[config.mk]
export PLATFORM = sky130hd
export DESIGN_NAME = reload_updown_timer
export DESIGN_NICKNAME = d
export VERILOG_FILES = /design/src/rtl/rut_pkg.sv /design/src/rtl/rut_prescaler.sv /design/src/rtl/rut_ext_input.sv /design/src/rtl/rut_count_core.sv /design/src/rtl/rut_regs.sv /design/src/rtl/reload_updown_timer.sv
export SDC_FILE = /design/constraint.sdc
export NUM_CORES = 1
export LEC_CHECK = 0
export BUFFER_PORTS_ARGS = -buffer_cell sky130_fd_sc_hd__buf_2
export CORE_MARGIN = 2
export CORE_UTILIZATION = 50
export CTS_BUF_LIST = sky130_fd_sc_hd__clkbuf_4 sky130_fd_sc_hd__clkbuf_8 sky130_fd_sc_hd__clkbuf_16
export DETAILED_ROUTE_END_ITERATION = 6
export PLACE_DENSITY_LB_ADDON = 0.08
export SLEW_MARGIN = 20
export SYNTH_ARGS = -nofsm -noshare
export SYNTH_HDL_FRONTEND = slang
export SYNTH_SLANG_ARGS = --single-unit
[constraint.sdc]
create_clock -name clk -period 2.15 [get_ports clk]
set_clock_uncertainty 0.15 [all_clocks]
set_input_delay 0.215 -clock clk [delete_from_list [all_inputs] [get_ports clk]]
set_output_delay 0.215 -clock clk [all_outputs]
set_load 0.1 [all_outputs]
[src/rtl/rut_pkg.sv]
package rut_pkg;
  localparam int CNT_W  = 16;
  localparam int HALF_W = CNT_W / 2;
  localparam int ADDR_W = 3;

  localparam logic [ADDR_W-1:0] A_CTRL   = 3'd0;
  localparam logic [ADDR_W-1:0] A_STAT   = 3'd1;
  localparam logic [ADDR_W-1:0] A_RLD_LO = 3'd2;
  localparam logic [ADDR_W-1:0] A_RLD_HI = 3'd3;
  localparam logic [ADDR_W-1:0] A_COUNT  = 3'd4;

  // control word bit positions
  localparam int C_REV_FLAG = 14;
  localparam int C_REV_IE   = 13;
  localparam int C_CLK_SLOW = 12;
  localparam int C_MODE_LO  = 10;
  localparam int C_LOAD     = 6;
  localparam int C_XCLR_EN  = 5;
  localparam int C_RLD_EN   = 4;
  localparam int C_CLR_N    = 3;
  localparam int C_GATE_SEL = 2;
  localparam int C_EDGE_LO  = 0;

  // status word bit positions
  localparam int S_RUN   = 7;
  localparam int S_UF_IE = 5;
  localparam int S_UF    = 2;

  // bits of the control word held as plain storage
  localparam logic [CNT_W-1:0] CTRL_KEEP = 16'hBFB7;

  // one down step: {underflow, next value}
  function automatic logic [CNT_W:0] count_step(input logic [CNT_W-1:0] cur,
                                                input logic [CNT_W-1:0] rld,
                                                input logic             rld_en);
    if (cur == '0)
      return {1'b1, (rld_en ? rld : {CNT_W{1'b1}})};
    return {1'b0, cur - CNT_W'(1)};
  endfunction

  function automatic logic edge_hit(input logic prev, input logic cur,
                                    input logic [1:0] sel);
    case (sel)
      2'b01:   return !prev && cur;
      2'b10:   return prev && !cur;
      2'b11:   return prev != cur;
      default: return 1'b0;
    endcase
  endfunction

  function automatic logic gate_open(input logic lvl, input logic [1:0] sel);
    case (sel)
      2'b01:   return lvl;
      2'b10:   return !lvl;
      default: return 1'b1;
    endcase
  endfunction
endpackage

[src/rtl/rut_prescaler.sv]
module rut_prescaler #(
  parameter int SLOW_DIV = 8,
  parameter int FAST_DIV = 2
) (
  input  logic clk,
  input  logic rst_n,
  input  logic run,
  input  logic slow,
  output logic tick
);
  localparam int PW = $clog2(SLOW_DIV);

  logic [PW-1:0] pre_q;
  logic [PW-1:0] lim;

  assign lim  = slow ? PW'(SLOW_DIV - 1) : PW'(FAST_DIV - 1);
  assign tick = run && (pre_q >= lim);

  always_ff @(posedge clk or negedge rst_n) begin
    if (!rst_n)      pre_q <= '0;
    else if (!run)   pre_q <= '0;
    else if (tick)   pre_q <= '0;
    else             pre_q <= pre_q + PW'(1);
  end
endmodule

[src/rtl/rut_ext_input.sv]
module rut_ext_input
  import rut_pkg::*;
#(
  parameter int SYNC = 2
) (
  input  logic       clk,
  input  logic       rst_n,
  input  logic       ext_in,
  input  logic       gate_sel,
  input  logic       clr_en,
  input  logic [1:0] edge_sel,
  output logic       clear_evt,
  output logic       gate_ok
);
  logic [SYNC-1:0] sync_q;
  logic            prev_q;
  logic            lvl;

  assign lvl = sync_q[SYNC-1];

  always_ff @(posedge clk or negedge rst_n) begin
    if (!rst_n) begin
      sync_q <= '0;
      prev_q <= 1'b0;
    end else begin
      sync_q <= {sync_q[SYNC-2:0], ext_in};
      prev_q <= lvl;
    end
  end

  assign clear_evt = !gate_sel && clr_en && edge_hit(prev_q, lvl, edge_sel);
  assign gate_ok   = !gate_sel || gate_open(lvl, edge_sel);
endmodule

[src/rtl/rut_count_core.sv]
module rut_count_core
  import rut_pkg::*;
(
  input  logic             clk,
  input  logic             rst_n,
  input  logic             dec,
  input  logic             sw_load,
  input  logic             sw_clear,
  input  logic             ext_clear,
  input  logic             rld_en,
  input  logic [CNT_W-1:0] reload,
  output logic [CNT_W-1:0] count,
  output logic             uf_evt
);
  logic [CNT_W:0] step;
  logic           override;

  assign step     = count_step(count, reload, rld_en);
  assign override = sw_load || sw_clear || ext_clear;
  assign uf_evt   = dec && !override && step[CNT_W];

  always_ff @(posedge clk or negedge rst_n) begin
    if (!rst_n)         count <= '0;
    else if (sw_load)   count <= reload;
    else if (sw_clear)  count <= '0;
    else if (ext_clear) count <= '0;
    else if (dec)       count <= step[CNT_W-1:0];
  end
endmodule

[src/rtl/rut_regs.sv]
module rut_regs
  import rut_pkg::*;
(
  input  logic              clk,
  input  logic              rst_n,
  input  logic              bus_wr,
  input  logic [ADDR_W-1:0] bus_addr,
  input  logic [CNT_W-1:0]  bus_wdata,
  input  logic [CNT_W-1:0]  count,
  input  logic              uf_evt,
  input  logic              rev_evt,
  output logic [CNT_W-1:0]  bus_rdata,
  output logic [CNT_W-1:0]  reload,
  output logic              run_bit,
  output logic              uf_flag,
  output logic              slow,
  output logic [1:0]        mode,
  output logic              gate_sel,
  output logic              xclr_en,
  output logic [1:0]        edge_sel,
  output logic              rld_en,
  output logic              sw_load,
  output logic              sw_clear,
  output logic              irq
);
  logic [CNT_W-1:0] ctrl_q;
  logic             rev_flag;
  logic             uf_ie;
  logic             wr_ctrl, wr_stat, wr_lo, wr_hi;

  assign wr_ctrl = bus_wr && (bus_addr == A_CTRL);
  assign wr_stat = bus_wr && (bus_addr == A_STAT);
  assign wr_lo   = bus_wr && (bus_addr == A_RLD_LO);
  assign wr_hi   = bus_wr && (bus_addr == A_RLD_HI);

  assign sw_load  = wr_ctrl && bus_wdata[C_LOAD];
  assign sw_clear = wr_ctrl && !bus_wdata[C_CLR_N];

  always_ff @(posedge clk or negedge rst_n) begin
    if (!rst_n) begin
      ctrl_q   <= '0;
      rev_flag <= 1'b0;
      run_bit  <= 1'b0;
      uf_ie    <= 1'b0;
      uf_flag  <= 1'b0;
      reload   <= '0;
    end else begin
      if (wr_ctrl) ctrl_q <= bus_wdata & CTRL_KEEP;
      if (rev_evt)                                 rev_flag <= 1'b1;
      else if (wr_ctrl && !bus_wdata[C_REV_FLAG])  rev_flag <= 1'b0;
      if (wr_stat) begin
        run_bit <= bus_wdata[S_RUN];
        uf_ie   <= bus_wdata[S_UF_IE];
      end
      if (uf_evt)                           uf_flag <= 1'b1;
      else if (wr_stat && !bus_wdata[S_UF]) uf_flag <= 1'b0;
      if (wr_lo) reload[HALF_W-1:0]     <= bus_wdata[HALF_W-1:0];
      if (wr_hi) reload[CNT_W-1:HALF_W] <= bus_wdata[HALF_W-1:0];
    end
  end

  always_comb begin
    bus_rdata = '0;
    case (bus_addr)
      A_CTRL: begin
        bus_rdata             = ctrl_q;
        bus_rdata[C_REV_FLAG] = rev_flag;
        bus_rdata[C_CLR_N]    = 1'b1;
      end
      A_STAT: begin
        bus_rdata[S_RUN]   = run_bit;
        bus_rdata[S_UF_IE] = uf_ie;
        bus_rdata[S_UF]    = uf_flag;
      end
      A_RLD_LO: bus_rdata[HALF_W-1:0] = reload[HALF_W-1:0];
      A_RLD_HI: bus_rdata[HALF_W-1:0] = reload[CNT_W-1:HALF_W];
      A_COUNT:  bus_rdata = count;
      default:  bus_rdata = '0;
    endcase
  end

  assign slow     = ctrl_q[C_CLK_SLOW];
  assign mode     = ctrl_q[C_MODE_LO +: 2];
  assign gate_sel = ctrl_q[C_GATE_SEL];
  assign xclr_en  = ctrl_q[C_XCLR_EN];
  assign edge_sel = ctrl_q[C_EDGE_LO +: 2];
  assign rld_en   = ctrl_q[C_RLD_EN];

  assign irq = (uf_flag && uf_ie) || (rev_flag && ctrl_q[C_REV_IE]);
endmodule

[src/rtl/reload_updown_timer.sv]
module reload_updown_timer
  import rut_pkg::*;
#(
  parameter int SLOW_DIV = 8,
  parameter int FAST_DIV = 2,
  parameter int SYNC     = 2
) (
  input  logic              clk,
  input  logic              rst_n,
  input  logic              bus_wr,
  input  logic [ADDR_W-1:0] bus_addr,
  input  logic [CNT_W-1:0]  bus_wdata,
  output logic [CNT_W-1:0]  bus_rdata,
  input  logic              ext_in,
  output logic              irq
);
  // named internal events, also watched by the checker
  logic [CNT_W-1:0] count;
  logic [CNT_W-1:0] reload;
  logic             run_bit, run, tick, dec;
  logic             uf_flag, uf_evt;
  logic             slow, gate_sel, xclr_en, rld_en;
  logic [1:0]       mode, edge_sel;
  logic             sw_load, sw_clear, ext_clear, gate_ok;

  rut_regs u_regs (
    .clk(clk), .rst_n(rst_n), .bus_wr(bus_wr), .bus_addr(bus_addr),
    .bus_wdata(bus_wdata), .count(count), .uf_evt(uf_evt),
    .rev_evt(1'b0),  // a down-only timer never reverses direction
    .bus_rdata(bus_rdata), .reload(reload), .run_bit(run_bit),
    .uf_flag(uf_flag), .slow(slow), .mode(mode), .gate_sel(gate_sel),
    .xclr_en(xclr_en), .edge_sel(edge_sel), .rld_en(rld_en),
    .sw_load(sw_load), .sw_clear(sw_clear), .irq(irq)
  );

  assign run = run_bit && (mode == 2'b00);

  rut_prescaler #(.SLOW_DIV(SLOW_DIV), .FAST_DIV(FAST_DIV)) u_pre (
    .clk(clk), .rst_n(rst_n), .run(run), .slow(slow), .tick(tick)
  );

  rut_ext_input #(.SYNC(SYNC)) u_ext (
    .clk(clk), .rst_n(rst_n), .ext_in(ext_in), .gate_sel(gate_sel),
    .clr_en(xclr_en), .edge_sel(edge_sel), .clear_evt(ext_clear),
    .gate_ok(gate_ok)
  );

  assign dec = tick && gate_ok;

  rut_count_core u_core (
    .clk(clk), .rst_n(rst_n), .dec(dec), .sw_load(sw_load),
    .sw_clear(sw_clear), .ext_clear(ext_clear), .rld_en(rld_en),
    .reload(reload), .count(count), .uf_evt(uf_evt)
  );
endmodule

==> qor.csv <==
metric,value,unit
cts_tree,yes,
power-per-cell-area,946.9,nW/um2
final-setup-viol-count,5,
synthSimpleGateAreaFrac,18.67,%
drt_iter0_drc,228,
post_synth_fa_ha_maj_area_fraction,4.234,%
worst_path_max_delay_cell,sky130_fd_sc_hd__or4_4,
detail_route.drc_violations,0,
diodes,0,
grt_antenna_before_repair,0,
h_tree_depth,2,
mappedNetlistArea,3251,um2
timing.critical_path.to_type,flop,
finalHoldViolCount,0,
detail_route.wl_per_cell,18.67,um
worst-path-max-fanout,3,
worstSetupEndpoint,u_core.count[15]$_DFFE_PN0P_,
place.gp.congestion,0.9028,
register_area,1354,um2
fillers,463,
synth_compound_gate_area_share,14.90,%
final_max_slew_viol_count,0,
yosys-mux-area-fraction,14.70,%
crit_path_max_incr_delay,0.57,ns
worst_path_dominant_cell_family,simple AND/OR/NAND/NOR gates,
fmax,442.5,MHz
synthesis.nets,379,
critical_path_class,reg -> reg,
path_cells,"or4_4, nor3b_4, and4_4, nand2_4, o221a_1, a221o_1",
syn-instance-count,345,
place_hpwl,7.289,mm
final.period_utilization,105.1,%
placed_cell_area,4303,um2
crit_path_start,u_core.count[6]$_DFFE_PN0P_,
clk_root_buffer_cell,sky130_fd_sc_hd__clkbuf_8,
ctsLongestPathBuffers,2,
arrival,2.31,ns
routed-via-count,3107,
finalCriticalPeriod,2.260,ns
cap_viol_max_count,0,
routed_via_density,5.896,
timing.slew.headroom,59.70,%
worst_ep_required_time,2.20,ns
synthXorXnorAreaFrac,2.156,%
die_area,7162,um2
multi_input_area,2053,um2
number_of_buffers_added_by_the_clock_tree_synthesis_step,5,
violations,setup timing,
grt_setup_unrepaired,yes,
reg2reg_setup_slack,-0.11,ns
final_design_area_no_fill,4761,um2
clock_insertion_delay_worst_skew,0.31,ns
cts.clk_slew.worst_paths,0.10,ns
grt_first_pass_wirelength,16.13,mm
dominant_combinational_cell_family_by_area_after_synthesis,simple AND/OR/NAND/NOR gates,
port_buffers,38,
min-delay-path-class,in -> reg,
holdWs,0.006264,ns
ant_nets,0,
fp.dieW,84.63,um
critical_path_depth,6,
floorplan.initialDensity,51.49,%
status,finished with violations,
synth_top_flop_cell,sky130_fd_sc_hd__dfrtp_1,
yosys_register_bits,54,
power.leakage,2.092,nW
grt_start_max_net_pins,55,
yosys.cell_types.count,54,
die_h,84.63,um
synth_area_per_cell,9.422,um2
synth-edff-count,0,
areaGrowthSynthToFinish,46.46,%
worst_pin_slew,0.5964,ns
vdd_ir_drop_max,0.0007336,V
globalRoute.totalOverflow,0,
fp.coreArea,6314,um2
synth_warnings,0,
post_layout_nets,483,
cts_sinks,54,
worst_slack,-0.1097,ns
critical_path_buffers_and_inverters,0,
floorplan.io_pins,40,
proportion_of_layout_cells_with_a_drive_suffix_above_1,45.33,%
track_usage,28.80,%
first_global_vias,3107,
synth_async_sr_flop_share,100.0,%
r2r_start,u_core.count[6]$_DFFE_PN0P_,
worst_r2r_endpoint,u_core.count[15]$_DFFE_PN0P_,
startpoint_type,flop,
num_rows,29,
reg2reg_depth,6,
postRouteWirelength,9.840,mm
detail_route.first_pass.iterations,4,
ys_seq_area_share,41.57,%
==> cells by family after synthesis <==
kind of cell | count (synthesis)
simple gates | 118
compound gates | 79
flops | 54
mux | 43
buf+inv | 32
fa+ha+maj | 11
xor+xnor | 8
==> timing repair <==
action,CTS,global route
endpoints found under the setup margin,17,17
hold endpoints to repair,62,0
hold buffers,9,0
buffers inserted,2,9
resized for setup,19,34
pin swaps,3,12
==> worst min path at each step <==
stage | start | to | slack [ns] | cells after the start
2_1_floorplan | rst_n | u_core.count[0]$_DFFE_PN0P_ | -0.23 | 0
3_3_place_gp | rst_n | u_regs.ctrl_q[15]$_DFFE_PN0N_ | 0.08 | 2
3_5_place_dp | rst_n | u_regs.ctrl_q[15]$_DFFE_PN0N_ | 0.08 | 2
4_1_cts | bus_wdata[0] | u_regs.ctrl_q[0]$_DFFE_PN0N_ | 0.006 | 3
5_1_grt | bus_wdata[1] | u_regs.reload[9]$_DFFE_PN0P_ | 0.03 | 2
6_report | bus_wdata[0] | u_regs.ctrl_q[0]$_DFFE_PN0N_ | 0.006 | 3
==> cell usage in the layout (no fill, tap or decap), types with 8 or more instances in the layout <==
cell type                       netlist  final
sky130_fd_sc_hd__buf_4                0     63
sky130_fd_sc_hd__dfrtp_1             54     52
sky130_fd_sc_hd__nand2_1             38     37
sky130_fd_sc_hd__mux2_2              28     28
sky130_fd_sc_hd__buf_2                2     22
sky130_fd_sc_hd__buf_12               0     19
sky130_fd_sc_hd__nor2_1              29     18
sky130_fd_sc_hd__a21oi_1             21     17
sky130_fd_sc_hd__mux2i_1             14     14
sky130_fd_sc_hd__nand3_1             14     13
sky130_fd_sc_hd__nor2_4               0     10
sky130_fd_sc_hd__o21ai_0             25     10
sky130_fd_sc_hd__ha_1                11      9
sky130_fd_sc_hd__dlygate4sd3_1        0      9
sky130_fd_sc_hd__inv_1               12      8
sky130_fd_sc_hd__o21ai_2              0      8
==> per-stage QoR <==
stage	setup TNS, ns	std cells	worst slack (ns)	power [W]	utilization (%)
floorplan	-0.7820	345	-0.1926	0.002704	-
global placement	-0.4588	499	-0.06143	0.003494	68.15
detailed placement	-0.9274	499	-0.09873	0.003546	68.15
CTS	-0.2962	518	-0.1057	0.004322	72.55
global route	-0.9512	527	-0.2051	0.004761	75.41
finish	-0.3361	527	-0.1097	0.004508	75.41
==> cell type report <==
type,instances,share of cell area (%)
Inverter,12,0.9461
Sequential cell,54,28.44
Clock inverter,3,0.9461
Multi-Input combinational cell,259,43.13
Clock buffer,5,1.445
Tap cell,77,2.024
Timing Repair Buffer,117,23.07
==> state kept, by name, summed over array words and instances, names as in the netlist <==
| signal | flops |
|---|---|
| u_regs.reload | 16 |
| u_regs.ctrl_q | 13 |
| u_ext.prev_q | 1 |
| u_regs.run_bit | 1 |
| u_ext.sync_q | 2 |
| u_pre.pre_q | 3 |
| u_regs.uf_flag | 1 |
| u_regs.uf_ie | 1 |
| u_core.count | 16 |
==> power by group <==
part           switching, W  leakage (nW)  internal, W
Combinational       0.00124          1.38      0.00107
Clock              0.000352        0.0504     0.000347
Sequential         0.000253         0.666      0.00125
==> cell usage after synthesis, types with 2 or more instances <==
| cell | number | share of area, % |
|---|---|---|
| sky130_fd_sc_hd__ha_1 | 11 | 4.2 |
| sky130_fd_sc_hd__nand2_1 | 38 | 4.4 |
| sky130_fd_sc_hd__dfrtp_1 | 54 | 42 |
| sky130_fd_sc_hd__xnor2_1 | 6 | 1.6 |
| sky130_fd_sc_hd__clkbuf_1 | 16 | 1.8 |
| sky130_fd_sc_hd__mux2i_1 | 14 | 4.3 |
| sky130_fd_sc_hd__a22o_1 | 2 | 0.54 |
| sky130_fd_sc_hd__nor3_1 | 4 | 0.62 |
| sky130_fd_sc_hd__nor4bb_1 | 2 | 0.62 |
| sky130_fd_sc_hd__nand3_1 | 14 | 2.2 |
| sky130_fd_sc_hd__buf_1 | 2 | 0.23 |
| sky130_fd_sc_hd__or2_2 | 2 | 0.38 |
| sky130_fd_sc_hd__o21ai_0 | 25 | 3.8 |
| sky130_fd_sc_hd__a211oi_1 | 2 | 0.46 |
| sky130_fd_sc_hd__o211ai_1 | 3 | 0.69 |
| sky130_fd_sc_hd__nor2b_1 | 2 | 0.38 |
| sky130_fd_sc_hd__mux2_2 | 28 | 9.7 |
| sky130_fd_sc_hd__nor4b_1 | 2 | 0.54 |
| sky130_fd_sc_hd__nand4_1 | 4 | 0.77 |
| sky130_fd_sc_hd__o31ai_1 | 4 | 0.92 |
| sky130_fd_sc_hd__nand2b_1 | 3 | 0.58 |
| sky130_fd_sc_hd__a22oi_1 | 4 | 0.92 |
| sky130_fd_sc_hd__a21oi_1 | 21 | 3.2 |
| sky130_fd_sc_hd__and2_1 | 3 | 0.58 |
| sky130_fd_sc_hd__nor4_1 | 2 | 0.38 |
| sky130_fd_sc_hd__inv_1 | 12 | 1.4 |
| sky130_fd_sc_hd__a32oi_1 | 2 | 0.54 |
| sky130_fd_sc_hd__nand4b_1 | 2 | 0.54 |
| sky130_fd_sc_hd__xor2_1 | 2 | 0.54 |
| sky130_fd_sc_hd__nor2_1 | 29 | 3.3 |
| sky130_fd_sc_hd__a31oi_1 | 6 | 1.2 |
| sky130_fd_sc_hd__buf_2 | 2 | 0.31 |
==> layer usage <==
metal  global-route usage (%)  share of wire [%]  wire, um  vias to the layer above
met5                        0                  0         0                        -
met1                    40.36                 43      4208                     1522
met4                    8.947                1.7       165                        0
met2                    47.17                 50      4915                      114
met3                    3.245                5.6       550                       16
li1                         -                  -         -                     1455
==> worst register-to-register path, cell delays in order, from the launching register on <==
cell and delay, ns:
sky130_fd_sc_hd__dfrtp_1 0.39, sky130_fd_sc_hd__or4_4 0.57, sky130_fd_sc_hd__nor3b_4 0.22, sky130_fd_sc_hd__and4_4 0.28, sky130_fd_sc_hd__nand2_4 0.05, sky130_fd_sc_hd__o221a_1 0.23, sky130_fd_sc_hd__a221o_1 0.26
Note: power is estimated with default switching activity, not from simulation.
